<file path="config.mk">
export PLATFORM = sky130hd
export DESIGN_NAME = lane_xbar
export DESIGN_NICKNAME = d
export VERILOG_FILES = /design/src/rtl/lane_xbar_pkg.sv /design/src/rtl/lane_neighbor.sv /design/src/rtl/lane_gather.sv /design/src/rtl/lane_xbar.sv
export SDC_FILE = /design/constraint.sdc
export NUM_CORES = 1
export LEC_CHECK = 0
export ABC_AREA = 1
export BUFFER_PORTS_ARGS = -buffer_cell sky130_fd_sc_hd__buf_2
export CAP_MARGIN = 20
export CORE_ASPECT_RATIO = 0.5
export CORE_UTILIZATION = 35
export DETAILED_ROUTE_END_ITERATION = 7
export PLACE_DENSITY_LB_ADDON = 0.1
export SLEW_MARGIN = 10
export SYNTH_ARGS = -nofsm -noshare
export SYNTH_HDL_FRONTEND = slang
export SYNTH_SLANG_ARGS = --single-unit
</file>
<file path="constraint.sdc">
create_clock -name clk -period 0.95 [get_ports clk]
set_clock_uncertainty 0.05 [all_clocks]
set_input_delay 0.1425 -clock clk [delete_from_list [all_inputs] [get_ports clk]]
set_output_delay 0.1425 -clock clk [all_outputs]
set_load 0.005 [all_outputs]
</file>
<file path="src/rtl/lane_xbar_pkg.sv">
package lane_xbar_pkg;
   typedef enum logic [1:0] {
      OP_UP   = 2'b00,
      OP_DOWN = 2'b01,
      OP_ROTU = 2'b10,
      OP_GATH = 2'b11
   } lane_op_e;
endpackage

</file>
<file path="src/rtl/lane_neighbor.sv">
module lane_neighbor #(
   parameter int LW = 8,
   parameter int NL = 4,
   parameter bit WRAP = 1'b0,
   parameter bit UP = 1'b1
) (
   input  logic [LW*NL-1:0] din,
   output logic [LW*NL-1:0] dout
);
   initial begin
      assert (NL >= 2) else $error("lane_neighbor: NL must be at least 2");
      assert (!(WRAP && !UP)) else $error("lane_neighbor: wrap only supported upward");
   end

   generate
      for (genvar i = 0; i < NL; i++) begin : g_lane
         if (UP) begin : g_up
            if (i == 0) begin : g_edge
               if (WRAP) begin : g_wrap
                  assign dout[LW-1:0] = din[LW*NL-1 -: LW];
               end else begin : g_zero
                  assign dout[LW-1:0] = '0;
               end
            end else begin : g_mid
               assign dout[LW*i +: LW] = din[LW*(i-1) +: LW];
            end
         end else begin : g_dn
            if (i == NL-1) begin : g_edge
               assign dout[LW*i +: LW] = '0;
            end else begin : g_mid
               assign dout[LW*i +: LW] = din[LW*(i+1) +: LW];
            end
         end
      end
   endgenerate
endmodule

</file>
<file path="src/rtl/lane_gather.sv">
module lane_gather #(
   parameter int LW = 8,
   parameter int NL = 4,
   localparam int IW = (NL > 1) ? $clog2(NL) : 1
) (
   input  logic [LW*NL-1:0] din,
   input  logic [IW*NL-1:0] idx,
   output logic [LW*NL-1:0] dout
);
   initial begin
      assert ((1 << IW) == NL) else $error("lane_gather: NL must be a power of two");
   end

   generate
      for (genvar j = 0; j < NL; j++) begin : g_out
         logic [IW-1:0] sel;
         logic [LW-1:0] pick;
         assign sel = idx[IW*j +: IW];
         always_comb begin
            pick = '0;
            for (int k = 0; k < NL; k++) begin
               if (sel == IW'(k)) pick = din[LW*k +: LW];
            end
         end
         assign dout[LW*j +: LW] = pick;
      end
   endgenerate
endmodule

</file>
<file path="src/rtl/lane_xbar.sv">
module lane_xbar
   import lane_xbar_pkg::*;
#(
   parameter int LW = 8,
   parameter int NL = 4,
   localparam int WW = LW*NL,
   localparam int IW = (NL > 1) ? $clog2(NL) : 1
) (
   input  logic          clk,
   input  logic          rst_n,
   input  logic          in_vld,
   input  logic [1:0]    in_op,
   input  logic [IW*NL-1:0] in_idx,
   input  logic [WW-1:0] in_word,
   output logic          out_vld,
   output logic [WW-1:0] out_word
);
   initial begin
      assert (LW >= 1) else $error("lane_xbar: LW must be positive");
      assert (NL >= 2) else $error("lane_xbar: NL must be at least 2");
   end

   logic [WW-1:0] w_up, w_dn, w_rot, w_gat, w_sel;

   lane_neighbor #(.LW(LW), .NL(NL), .WRAP(1'b0), .UP(1'b1)) u_up
      (.din(in_word), .dout(w_up));
   lane_neighbor #(.LW(LW), .NL(NL), .WRAP(1'b0), .UP(1'b0)) u_dn
      (.din(in_word), .dout(w_dn));
   lane_neighbor #(.LW(LW), .NL(NL), .WRAP(1'b1), .UP(1'b1)) u_rot
      (.din(in_word), .dout(w_rot));
   lane_gather #(.LW(LW), .NL(NL)) u_gat
      (.din(in_word), .idx(in_idx), .dout(w_gat));

   always_comb begin
      unique case (lane_op_e'(in_op))
         OP_UP:   w_sel = w_up;
         OP_DOWN: w_sel = w_dn;
         OP_ROTU: w_sel = w_rot;
         default: w_sel = w_gat;
      endcase
   end

   always_ff @(posedge clk) begin
      if (!rst_n) begin
         out_vld  <= 1'b0;
         out_word <= '0;
      end else begin
         out_vld <= in_vld;
         if (in_vld) out_word <= w_sel;
      end
   end

   // strobe follows input by one cycle
   a_r2_vld_follow: assert property (@(posedge clk) disable iff (!rst_n)
      in_vld |=> out_vld);
   // idle cycles hold the result
   a_r2_hold: assert property (@(posedge clk) disable iff (!rst_n)
      !in_vld |=> $stable(out_word));
   // lane 0 cleared after an up move
   a_r3_zero_fill: assert property (@(posedge clk) disable iff (!rst_n)
      (in_vld && in_op == 2'b00) |=> (out_word[LW-1:0] == '0));
   // top lane cleared after a down move
   a_r4_top_clear: assert property (@(posedge clk) disable iff (!rst_n)
      (in_vld && in_op == 2'b01) |=> (out_word[WW-1 -: LW] == '0));
   // rotation keeps the lane population
   a_r5_rot_count: assert property (@(posedge clk) disable iff (!rst_n)
      (in_vld && in_op == 2'b10) |=> ($countones(out_word) == $countones($past(in_word))));
   // wrapped lane comes from the old top lane
   a_r5_wrap: assert property (@(posedge clk) disable iff (!rst_n)
      (in_vld && in_op == 2'b10) |=> (out_word[LW-1:0] == $past(in_word[WW-1 -: LW])));
   // output valid low during reset
   a_r1_reset: assert property (@(posedge clk)
      !rst_n |=> !out_vld);
endmodule

</file>
==> results.yml <==
outcome:
  status: "complete, no violations"
timing:
  max-slew-margin-rel: 0.757
  rsz0062_at_grt: "no"
  hold_viol_final: 0
  hold_ws_ns: 0.143
  fmax_ghz: 1.07
  post-route-min-period_ns: 0.937
  setup_viol: 0
  period_share: 0.986
  worst_pin_slew_ns: 0.364
  report.final.slew_viol_count: 0
clock_network:
  cts_tree: "built"
  cts_setup_buffers: 0
  numCtsBuffers: 5
  cts_root_buf: "clkbuf_16"
  cts_hold_buffers: 0
  clk_pin_slew_ns: 0.05
  clock_path_buffers: 2
  ctsHtreeMaxLevel: 2
  clock_sinks: 33
  clk_latency_ns: 0.28
die:
  ios: 78
  start_util: 0.374
  num_rows: 21
  core_um2: 6880
  die_h_um: 62.7
  fp.dieW_um: 123
  dieArea_um2: 7730
critical_path:
  cp.required_ns: 0.76
  crit_chain: "buf_2"
  path_class: "reg -> out"
  crit_family: "flip-flops"
  cp_data_arrival_time_ns: 0.74
  end_kind: "output port"
  cp.buffers_inverters: 1
  reg2reg_to: "out_word[21]"
  r2r_setup_slack_ns: 0.22
  critPathSlowestCell: "dfxtp_2"
  rr_worst_depth: 2
  r2r_start: "out_word[21]"
  crit_path_max_fanout: 2
  startpoint_type: "flip-flop"
  max_stage_delay_ns: 0.35
synth:
  synth_top_cell_by_area: "dfxtp_1"
  yosysSeqAreaShare: 0.256
  yosys_warnings: 0
  synth_area_leaders: "dfxtp_1, a21oi_1, nand3_1"
  syn_area_um2: 2580
  synth_nets: 483
  synth_top_area_share: 0.256
  yosysUniqueCellTypes: 17
  postSynthAreaPerCell_um2: 5.88
  ys_ff_latch: 33
  postSynthCellCount: 438
final_layout:
  fin_nets: 587
  diodes: 0
  area_delta_synth_final_pct: 35.2
  fillers: 755
  drive_gt1_frac: 0.263
drt:
  dr.pass1.iters: 7
  wirelength_um: 10600
  drc: 0
  drtIter0Drc: 260
  num_vias: 3475
  wl_per_cell_um: 16.7
  vias_per_cell: 5.47
  ant_nets: 0
hold_path:
  min_to: "out_word[16]"
  hp-class: "in -> reg"
  hp-start: "in_word[24]"
  min_path_cells: 3
placement:
  portBuffers: 77
  place_congestion: 0.895
  place_hpwl_um: 7760
power_and_ir_drop:
  vdd_ir_drop_max_mv: 0.605
  power_density_nw_per_um2: 1260
  totalPowerFinal_uw: 4400
  p_leak_uw: 0.00172
global_route:
  antenna_found_initial: 0
  first_global_vias: 2944
  grt_use_total: 0.280
  grt_max_degree: 34
  grt_overflow: 0
  grt_pass1_wl_um: 16100
job:
  max-cap-violations: 0
cells in the mapped netlist, drive strengths merged:
master	number
a21oi	88
nor2	20
o21ai	72
clkbuf	6
nand2	95
nand3	72
inv	33
dfxtp	33
buf	19
cells by family (layout without fill, tap and decap cells):
group | count (synthesis) | count (layout) | synth area share
AO/OA/AOI/OAI | 160 | 160 | 0.318
buffers and inverters | 58 | 163 | 0.112
flip-flops | 33 | 33 | 0.256
AND/OR/NAND/NOR | 187 | 187 | 0.313
stage by stage:
step / cells / cell area (um2) / TNS [ns] / util / setup slack (ns)
after floorplan: 438 / 2580 / 0 / - / 0.00729
after global routing: 635 / 3480 / 0 / 0.506 / 0.000734
after detailed placement: 627 / 3340 / -2.90 / 0.485 / -0.126
final: 635 / 3480 / 0 / 0.506 / 0.0131
after global placement: 627 / 3340 / -2.58 / 0.485 / -0.102
after CTS: 635 / 3480 / 0 / 0.505 / 0.0145
sequential cells by signal, indices dropped and copies added (netlist names):
name and count:
out_word 32, out_vld 1
worst max path at each step:
stage	slack, ns	startpoint	cells past startpoint	end
floorplan	0.007	in_op[1]	7	out_word[22]
global placement	-0.10	in_op[0]	5	out_word[2]
detailed placement	-0.13	in_op[0]	6	out_word[21]
CTS	0.01	out_word[18]	1	out_word[18]
global route	0.0007	out_word[15]	1	out_word[15]
finish	0.01	out_word[15]	1	out_word[15]
layout by cell type, fill, tap and decap left out:
master / n
nand3_1: 72
inv_1: 30
dfxtp_2: 6
buf_4: 38
nand2_4: 2
buf_12: 7
inv_2: 2
o21ai_0: 71
dfxtp_1: 27
clkbuf_16: 5
clkbuf_1: 3
o21ai_1: 1
a21oi_1: 83
nor2_1: 20
buf_2: 77
nand2_1: 93
inv_4: 1
a21oi_2: 5
where the power goes:
| part | leakage, uW | switching, uW | internal [uW] | total, uW |
|---|---|---|---|---|
| registers | 0.000276 | 45.4 | 1490 | 1540 |
| clock network | 0.0000652 | 601 | 975 | 1580 |
| logic | 0.00138 | 774 | 516 | 1290 |
| total | 0.00172 | 1420 | 2980 | 4400 |
per-layer routing:
metal | part of all wire | GRT usage | wire length [um] | vias to the layer above
met5 | 0 | 0 | 0 | -
li1 | - | - | - | 1708
met3 | 0.13 | 0.0821 | 1430 | 18
met1 | 0.47 | 0.433 | 4960 | 1560
met4 | 0.013 | 0.0572 | 138 | 0
met2 | 0.39 | 0.370 | 4100 | 189
area by class of cell:
class / instances / area (um2) / area share
Multi-Input combinational cell: 347 / 1630 / 0.467
Timing Repair Buffer: 122 / 811 / 0.233
Sequential cell: 33 / 668 / 0.192
Clock buffer: 8 / 136 / 0.0392
Inverter: 33 / 126 / 0.0363
Tap cell: 92 / 115 / 0.0330
what timing repair did:
action                                 in CTS  in global routing
endpoints found under the hold margin       0                  0
resized for setup                           1                  5
setup endpoints to repair                   1                  5
(Power assumes the default switching activity.)
